<file path="config.mk">
export PLATFORM = sky130hd
export DESIGN_NAME = secded_write_merge
export DESIGN_NICKNAME = d
export VERILOG_FILES = /design/src/rtl/secded_pkg.sv /design/src/rtl/secded_encoder.sv /design/src/rtl/secded_corrector.sv /design/src/rtl/ecc_lane.sv /design/src/rtl/secded_write_merge.sv
export SDC_FILE = /design/constraint.sdc
export NUM_CORES = 2
export LEC_CHECK = 0
export ABC_AREA = 1
export BUFFER_PORTS_ARGS = -buffer_cell sky130_fd_sc_hd__clkbuf_2
export CELL_PAD_IN_SITES_DETAIL_PLACEMENT = 1
export CELL_PAD_IN_SITES_GLOBAL_PLACEMENT = 1
export CORE_ASPECT_RATIO = 1.2
export CORE_UTILIZATION = 25
export DETAILED_ROUTE_END_ITERATION = 16
export PLACE_DENSITY = 0.61
export SYNTH_ARGS = -nofsm -noshare
export SYNTH_HDL_FRONTEND = slang
export SYNTH_SLANG_ARGS = --single-unit
</file>
<file path="constraint.sdc">
create_clock -name clk -period 9 [get_ports clk]
set_input_delay 2.25 -clock clk [delete_from_list [all_inputs] [get_ports clk]]
set_output_delay 2.25 -clock clk [all_outputs]
set_load 0.1 [all_outputs]
</file>
<file path="src/rtl/secded_pkg.sv">
package secded_pkg;
  localparam int DATA_W = 64;
  localparam int CODE_W = 72;
  localparam int SYN_W  = 7;
  localparam int BYTES  = DATA_W / 8;

  typedef enum logic [0:0] {ST_IDLE = 1'b0, ST_WAIT = 1'b1} wr_state_e;

  // place data bits on non-power-of-two positions, check positions left zero
  function automatic logic [CODE_W-1:0] scatter(input logic [DATA_W-1:0] d);
    logic [CODE_W-1:0] r;
    int j;
    r = '0;
    j = 0;
    for (int p = 1; p < CODE_W; p++) begin
      if ((p & (p - 1)) != 0) begin
        r[p] = d[j];
        j++;
      end
    end
    return r;
  endfunction

  function automatic logic [DATA_W-1:0] gather(input logic [CODE_W-1:0] c);
    logic [DATA_W-1:0] r;
    int j;
    r = '0;
    j = 0;
    for (int p = 1; p < CODE_W; p++) begin
      if ((p & (p - 1)) != 0) begin
        r[j] = c[p];
        j++;
      end
    end
    return r;
  endfunction

  // XOR of the positions of all set bits in 1..CODE_W-1
  function automatic logic [SYN_W-1:0] syndrome(input logic [CODE_W-1:0] c);
    logic [SYN_W-1:0] s;
    s = '0;
    for (int p = 1; p < CODE_W; p++) begin
      if (c[p]) s = s ^ SYN_W'(p);
    end
    return s;
  endfunction
endpackage

</file>
<file path="src/rtl/secded_encoder.sv">
module secded_encoder
  import secded_pkg::*;
(
  input  logic [DATA_W-1:0] data,
  output logic [CODE_W-1:0] code
);
  logic [CODE_W-1:0] c;
  logic [SYN_W-1:0]  s;

  always_comb begin
    c = scatter(data);
    s = syndrome(c);
    for (int k = 0; k < SYN_W; k++) begin
      c[1 << k] = s[k];
    end
    c[0] = ^c[CODE_W-1:1];
    code = c;
  end
endmodule

</file>
<file path="src/rtl/secded_corrector.sv">
module secded_corrector
  import secded_pkg::*;
(
  input  logic [CODE_W-1:0] code,
  output logic [DATA_W-1:0] data,
  output logic              dbl
);
  logic [SYN_W-1:0]  s;
  logic              par;
  logic [CODE_W-1:0] fixed;

  always_comb begin
    s     = syndrome(code);
    par   = ^code;
    fixed = code;
    dbl   = 1'b0;
    if (par) begin
      // odd parity: one flipped bit, located by the syndrome
      if (int'(s) < CODE_W) fixed[s] = ~fixed[s];
      else                  dbl      = 1'b1;
    end else if (s != '0) begin
      dbl = 1'b1;
    end
    data = gather(fixed);
  end
endmodule

</file>
<file path="src/rtl/ecc_lane.sv">
module ecc_lane
  import secded_pkg::*;
(
  input  logic [DATA_W-1:0] live_data,
  input  logic [DATA_W-1:0] held_data,
  input  logic [BYTES-1:0]  held_be,
  input  logic [CODE_W-1:0] rd_code,
  output logic [CODE_W-1:0] full_code,
  output logic [CODE_W-1:0] merged_code,
  output logic              dbl_hit
);
  logic [DATA_W-1:0] old_data;
  logic [DATA_W-1:0] merged;
  logic              rd_dbl;

  secded_encoder u_enc_full (.data(live_data), .code(full_code));

  secded_corrector u_fix (.code(rd_code), .data(old_data), .dbl(rd_dbl));

  for (genvar b = 0; b < BYTES; b++) begin : g_byte
    assign merged[b*8 +: 8] = held_be[b] ? held_data[b*8 +: 8] : old_data[b*8 +: 8];
  end

  secded_encoder u_enc_merge (.data(merged), .code(merged_code));

  // only a lane that keeps stored bytes depends on the damaged word
  assign dbl_hit = rd_dbl & ~(&held_be);
endmodule

</file>
<file path="src/rtl/secded_write_merge.sv">
module secded_write_merge
  import secded_pkg::*;
#(
  parameter int LANES  = 2,
  parameter int ADDR_W = 8
) (
  input  logic                       clk,
  input  logic                       rst,
  input  logic                       ecc_en,
  input  logic                       wr_valid,
  output logic                       wr_ready,
  input  logic [ADDR_W-1:0]          wr_addr,
  input  logic [LANES*DATA_W-1:0]    wr_data,
  input  logic [LANES*BYTES-1:0]     wr_be,
  output logic                       mem_wr_valid,
  output logic [ADDR_W-1:0]          mem_wr_addr,
  output logic [LANES*CODE_W-1:0]    mem_wr_data,
  output logic                       mem_rd_req,
  output logic [ADDR_W-1:0]          mem_rd_addr,
  input  logic                       mem_rd_valid,
  input  logic [LANES*CODE_W-1:0]    mem_rd_data,
  output logic                       err_dbl
);
  localparam int DW = LANES * DATA_W;
  localparam int MW = LANES * CODE_W;
  localparam int BW = LANES * BYTES;

  wr_state_e         state;
  logic [ADDR_W-1:0] hold_addr;
  logic [DW-1:0]     hold_data;
  logic [BW-1:0]     hold_be;
  logic [MW-1:0]     full_word;
  logic [MW-1:0]     merged_word;
  logic [MW-1:0]     bypass_word;
  logic [LANES-1:0]  dbl_vec;
  logic              accept;
  logic              needs_rmw;

  for (genvar l = 0; l < LANES; l++) begin : g_lane
    ecc_lane u_lane (
      .live_data   (wr_data[l*DATA_W +: DATA_W]),
      .held_data   (hold_data[l*DATA_W +: DATA_W]),
      .held_be     (hold_be[l*BYTES +: BYTES]),
      .rd_code     (mem_rd_data[l*CODE_W +: CODE_W]),
      .full_code   (full_word[l*CODE_W +: CODE_W]),
      .merged_code (merged_word[l*CODE_W +: CODE_W]),
      .dbl_hit     (dbl_vec[l])
    );
    assign bypass_word[l*CODE_W +: CODE_W] =
      {{(CODE_W-DATA_W){1'b0}}, wr_data[l*DATA_W +: DATA_W]};
  end

  assign wr_ready  = (state == ST_IDLE);
  assign accept    = wr_valid & wr_ready;
  assign needs_rmw = ecc_en & ~(&wr_be);

  always_ff @(posedge clk) begin
    if (rst) begin
      state        <= ST_IDLE;
      hold_addr    <= '0;
      hold_data    <= '0;
      hold_be      <= '0;
      mem_wr_valid <= 1'b0;
      mem_wr_addr  <= '0;
      mem_wr_data  <= '0;
      mem_rd_req   <= 1'b0;
      mem_rd_addr  <= '0;
      err_dbl      <= 1'b0;
    end else begin
      mem_wr_valid <= 1'b0;
      mem_rd_req   <= 1'b0;
      err_dbl      <= 1'b0;
      case (state)
        ST_IDLE: begin
          if (accept) begin
            if (needs_rmw) begin
              hold_addr   <= wr_addr;
              hold_data   <= wr_data;
              hold_be     <= wr_be;
              mem_rd_req  <= 1'b1;
              mem_rd_addr <= wr_addr;
              state       <= ST_WAIT;
            end else begin
              mem_wr_valid <= 1'b1;
              mem_wr_addr  <= wr_addr;
              mem_wr_data  <= ecc_en ? full_word : bypass_word;
            end
          end
        end
        ST_WAIT: begin
          if (mem_rd_valid) begin
            mem_wr_valid <= 1'b1;
            mem_wr_addr  <= hold_addr;
            mem_wr_data  <= merged_word;
            err_dbl      <= |dbl_vec;
            state        <= ST_IDLE;
          end
        end
        default: state <= ST_IDLE;
      endcase
    end
  end
endmodule

</file>
# Word-level counts from Yosys, hierarchy flattened
# Index checks and enable logic that the tools add are counted.
# totals
reg_bits,308
latch_bits,0
ramBits,0
mem_bits_ro,0
input_bits,301
out_inout_bits,164
wordCells,890
n_memories,0
# op_classes
add_sub_neg,0
n_mul,0
div,0
magnitude_cmp,6
n_eq_ne,3
shift,0
muxes,451
bitwise_logic,403
reduce_logical,18
# ops
op,count
$mux W6,188
$mux W144,4
$mux W5,92
$not A3 Y3,138
$not A4 Y4,96
$mux W7,44
$mux W72,4
$pmux W144 S2,1
$reduce_xor A71 Y1,4
$not A2 Y2,104
$not A5 Y5,36
$mux W4,44
$mux W8,19
$bwmux W72,2
$reduce_xor A72 Y1,2
$mux W3,20
$not A6 Y6,6
$mux W1,18
$lt A7 B8 Y1 const B,2
$mux W2,8
$pmux W8 S2,1
$reduce_and A16 Y1,1
$reduce_and A8 Y1,2
$bmux W1 S7,2
14 further kinds,43

# Logic depth before layout (Yosys ltp)
# logic_depth
word_depth,273
depth_mapped,57
ltp_nobuf,55

# Hierarchy
# From an unflattened synthesis, not the netlist that was laid out.
# unflattened
hier_cells,7462
hier_area_um2,40012.1
# by_module_without_submodules
module,n_inst,cells_each,area_each_um2,seq_area_each_um2
secded_write_merge,1,2229,15502.4,6165.9
secded_encoder (g_lane[0].u_lane.u_enc_merge ...),3,698,3435.8,0.0
secded_corrector (g_lane[1].u_lane.u_fix),1,1065,4639.4,0.0
secded_corrector (g_lane[0].u_lane.u_fix),1,895,4181.5,0.0
secded_encoder (g_lane[0].u_lane.u_enc_full),1,763,3537.1,0.0
ecc_lane,2,208,922.1,0.0

# Worst setup path before layout
# OpenSTA, ideal clock, no wires.
# synth_path
kind,input to register
from,input port mem_rd_data[119]
to,register mem_wr_data[72]
setup_time_ns,0.122
t_arrival_ns,6.249
required_time_ns,8.878
setup_slack_ns,2.629
stages,46
path_buffers,4
path_cell_list,buf_2 > xnor2_1 > nor2_1 > nor2_2 > nand2_1 > nand2_1 > inv_1 > nor2_1 > nor2_1 > nand3_1 > nand2_2 > inv_1 > nor2_1 > buf_4 > nand3_1 > nand2_1 > nor2_1 > nand2_1 > [10 not listed] > nand2_1 > nand2_1 > xnor2_1 > nand2_1 > nand2_1 > nand2_1 > nand2_1 > nand2_1 > nand2_1 > nand3_1 > nand2_1 > nand2_1 > nand2_1 > nand2_1 > nand2_1 > nand2_1 > nand3_1 > a21oi_1
# synth_between
elab_chain_cells,150
elab_cells_between_ends,199
classes_between,order compare (3); mux (106); bitwise (87); reduce/logical (3)
# synth_lines
item,line,source
from (decl),secded_write_merge.sv:21,"input logic [LANES*CODE_W-1:0] mem_rd_data,"
$mux W6,secded_pkg.sv:43,if (c[p]) s = s ^ SYN_W'(p);
$not A2 Y2 (no line),n/a,
$mux W6,secded_pkg.sv:43,
$not A3 Y3 (no line),n/a,
$mux W6,secded_pkg.sv:43,
$not A3 Y3 (no line),n/a,
$mux W6,secded_pkg.sv:43,
$not A4 Y4 (no line),n/a,
[134 not listed],n/a,
$not A3 Y3 (no line) or $mux W7 (tied branches),n/a,
$mux W7 or $not A3 Y3 (tied branches),n/a,
$mux W7,secded_pkg.sv:43,
$not A4 Y4 (no line),n/a,
$mux W7,secded_pkg.sv:43,
$reduce_xor A71 Y1 *,secded_encoder.sv:16,c[0] = ^c[CODE_W-1:1];
$mux W144 *,secded_write_merge.sv:91,if (mem_rd_valid) begin
$pmux W144 S2 *,secded_write_merge.sv:73,case (state)
to (signal assigned),secded_write_merge.sv:86,mem_wr_data <= ecc_en ? full_word : bypass_word;
to (signal assigned),secded_write_merge.sv:94,mem_wr_data <= merged_word;
to (decl),secded_write_merge.sv:17,"output logic [LANES*CODE_W-1:0] mem_wr_data,"
# Every way passes the cells marked *; elsewhere a longest branch is shown, timed or not. The select of a mux whose other input is x is not followed.
# A chain may end at the register's enable or synchronous reset.

# Worst setup path in the final report
# layout_path
from,input port mem_rd_data[135]
to,register mem_wr_data[72]
# layout_between
elab_chain_cells,122
elab_cells_between_ends,167
classes_between,order compare (3); mux (90); bitwise (71); reduce/logical (3)
# layout_lines
item,line
$mux W6,secded_pkg.sv:43
$mux W7,secded_pkg.sv:43
$not A2 Y2 (no line) or $mux W7 (tied branches),n/a
$mux W7 or $not A2 Y2 (tied branches),n/a
$mux W7,secded_pkg.sv:43
$not A3 Y3 (no line) or $not A2 Y2 (tied branches),n/a
$mux W7,secded_pkg.sv:43
$mux W7 or $not A3 Y3 (tied branches),n/a
[106 not listed],n/a
$not A3 Y3 (no line) or $mux W7 (tied branches),n/a
$mux W7 or $not A3 Y3 (tied branches),n/a
$mux W7,secded_pkg.sv:43
$not A4 Y4 (no line),n/a
$mux W7,secded_pkg.sv:43
$reduce_xor A71 Y1 *,secded_encoder.sv:16
$mux W144 *,secded_write_merge.sv:91
$pmux W144 S2 *,secded_write_merge.sv:73
# Marks and branches as above.

==> key figures <==
Detailed routing
  • DR vias: about 38k
  • WL final: 195,100 um
  • # DRC: 0
  • 1st-iter DRT viols: 2,456
  • Wire per inst: ~26 um
  • DRT Pass-1 Iters: 7
  • Antenna viol nets, final: 0
  • Via density: between 4 and 5

Synthesis
  • Synth area leaders: nand2_1 (20%), dfxtp_1 (19%), xnor2_1 (10%)
  • Post-synth top area share: between 20% and 30%
  • Yosys reg bits: between 300 and 400
  • Mux cell area share after synthesis: less than 1%
  • Main synth FF type: dfxtp_1
  • Synth Area in Simple Gates: approximately a third
  • Avg Cell Area, Syn: 5.864 um^2
  • Share of synthesized registers carrying an async set or reset: 0%
  • Syn Inst Count: approximately 5.4k
  • Ys Warns: 0
  • Adder-Cell Fraction of Synth Area: 0%
  • Syn Nets: 5,716
  • Library cells used by synthesis: between 50 and 60
  • Main combinational cell family by area after synthesis: simple AND/OR/NAND/NOR gates
  • Yosys top cell by area: nand2_1
  • Xor/xnor share of the synthesized area: roughly a fifth
  • Sequential share of the synthesized area: between 10% and 20%
  • EDFF count, synth: 0
  • Mapped Area: ~32,000 um^2
  • Post-synthesis compound-gate area fraction: 15.90%

Worst setup path
  • Crit end category: flop
  • Reg-to-reg critical path endpoint: mem_wr_data[133]
  • Worst path max stage delay: 810 ps
  • CP Data Required Time: between 9000 and 10,000 ps
  • FF-to-FF Start: state
  • Max stage delay cell, worst path: o21ai_0
  • CP most frequent cell: nand2_1
  • WP data arrival: just over 9000 ps
  • CP Max Fanout: 29
  • Crit path launch: mem_rd_data[135]
  • Worst setup path end: mem_wr_data[72]
  • Startpoint types: input pin
  • Reg2Reg Depth: 9
  • R2R Setup Slk: roughly 4600 ps
  • Kind of critical path: input pin to flop

Die
  • Core area: 125,400 um^2
  • Initial core utilization: between 20% and 30%
  • Die Wd: about 330 um
  • Die ar.: about 130,000 um^2
  • FP Rows: approximately 140
  • Die height: just under 400 um
  • IO Pins: about 470

Placed design
  • Final Wtd Congestion: a little under 1
  • IO Port Bufs: roughly 460
  • Place WS: -89.78 ps
  • Detailed placement HPWL: between 150,000 and 200,000 um
  • Placed Instances: between 7k and 8k

Layout
  • Post-Layout Cell Count: between 7k and 8k
  • Commonest non-fill, non-tap cells in the layout: nand2_1 (1,710), inv_1 (612), nor2_1 (470)
  • Area grow syn2layout: 21.19%
  • Filler cells: between 15k and 20k
  • Share of layout cells above drive strength 1: between 10% and 20%
  • Nets: approximately 6.2k
  • Commonest non-fill, non-tap cell in the layout: nand2_1

STA
  • Tightest Pin Transition: ~1200 ps
  • Fmax: between 100 and 150 MHz
  • Slew Limit Fails: 0
  • Final setup viols: 0
  • Tcrit/Tclk final: 94.55%
  • RSZ-0062 raised after global routing: false
  • Setup ws final: ~500 ps
  • Period minus WS final: 8510 ps
  • Min Hold Slack: 445.9 ps
  • Slew HR: ~20%
  • Final hold vios: 0
  • Setup Skew: just over 40 ps

Global route
  • Largest net degree at the start of global routing: 152
  • Vias in the first global route: ~38k
  • Total global routing overflow: 0
  • Total Routing Usage GR: between 20% and 30%
  • Global-route wire length before repair: between 200,000 and 300,000 um
  • Initial antenna violation count: 19

Pwr
  • Static leakage: 19.13 nW
  • Total power: around 11 mW
  • Worst vdd ir: 0.1896 mV
  • Power per cell area: 293.3 nW/um^2

Job
  • Max-cap check violation count: 0

Clock network
  • Worst-skew pair later-pin latency: between 600 and 700 ps
  • Reg clk slew, reported paths: around 60 ps
  • Post-CTS Resized: 0
  • CTS root buf: clkbuf_16
  • Postcts setup bufs: 0
  • Bufs on Longest Clock Path: 3
  • H-tree depth: 2
  • CTS buffer count: 40
  • # clock sinks: 308
  • Hold Buf Count CTS: 0
  • CTS tree: done

Outcome
  • Status: completed

Hold path
  • HP Class: flop to flop
-- per-stage QoR --
stage          utilization (%)  instance area [um^2]  TNS, ps
2_1_floorplan                -                 31750        0
3_3_place_gp             29.59                 37110   -26.18
3_5_place_dp             29.59                 37110   -89.78
4_1_cts                  30.67                 38470        0
5_1_grt                  30.67                 38470        0
6_report                 30.68                 38480        0
-- synth_stat cells (25+ instances only) --
| cell type | count |
|---|---|
| clkbuf_1 | 175 |
| xor2_1 | 314 |
| xnor2_1 | 378 |
| o31ai_1 | 88 |
| inv_1 | 613 |
| o21ai_0 | 288 |
| dfxtp_1 | 308 |
| inv_2 | 25 |
| o21ai_1 | 29 |
| nand2_1 | 1710 |
| nor2_1 | 472 |
| nand3_1 | 270 |
| nand3b_1 | 41 |
| a21oi_1 | 390 |
| a32o_1 | 31 |
| nand4_1 | 72 |
-- cells by family after synthesis --
family | after synthesis
compound gates | 891
buf+inv | 888
xor+xnor | 709
mux | 8
flops | 308
simple gates | 2611
-- final cells by class --
cell class              count  area, um^2  area share (%)
multi-input cells        4219       22160           57.58
flip-flops and latches    308        6170           16.03
repair buffers            708        4269           11.09
inverters                 648        2445           6.353
well taps                1656        2072           5.384
clock buffers              60        1209           3.141
clock inverters            11       147.6          0.3837
diodes                      5       12.51         0.03251
-- state kept, by name, summed over array words and instances, names as in the netlist --
| register | count |
|---|---|
| mem_wr_data | 144 |
| hold_data | 128 |
| hold_be | 16 |
| hold_addr | 8 |
| mem_wr_addr | 8 |
| err_dbl | 1 |
| mem_rd_req | 1 |
| mem_wr_valid | 1 |
| state | 1 |
-- per-layer routing --
layer	routed length, um	global-route usage, %
met5	183	0
met1	75330	32.82
met4	13650	18.11
met2	96220	52.63
met3	9733	4.444
-- power breakdown --
group | total (mW) | internal (mW) | switching (mW)
registers | 1.59 | 1.48 | 0.111
logic | 7.96 | 2.42 | 5.54
clock network | 1.74 | 1.01 | 0.726
-- worst min path at each step --
| stage | to | from | slack (ps) | depth (start not counted) |
|---|---|---|---|---|
| 2_1_floorplan | hold_data[39] | hold_data[39] | 420 | 2 |
| 3_3_place_gp | hold_data[5] | hold_data[5] | 430 | 2 |
| 3_5_place_dp | hold_data[27] | hold_data[27] | 440 | 2 |
| 4_1_cts | hold_data[27] | hold_data[27] | 450 | 2 |
| 5_1_grt | hold_data[10] | hold_data[10] | 460 | 2 |
| 6_report | hold_data[27] | hold_data[27] | 450 | 2 |
-- critical path, delay by kind of cell --
family | cells | cell delay, ps
xor gates and xnor gates | 1 | 220
buffers and inverters | 7 | 820
and+or+nand+nor | 38 | 4330
AOI/OAI and AO/OA | 4 | 1390
Power figures use the tool's default switching activity.
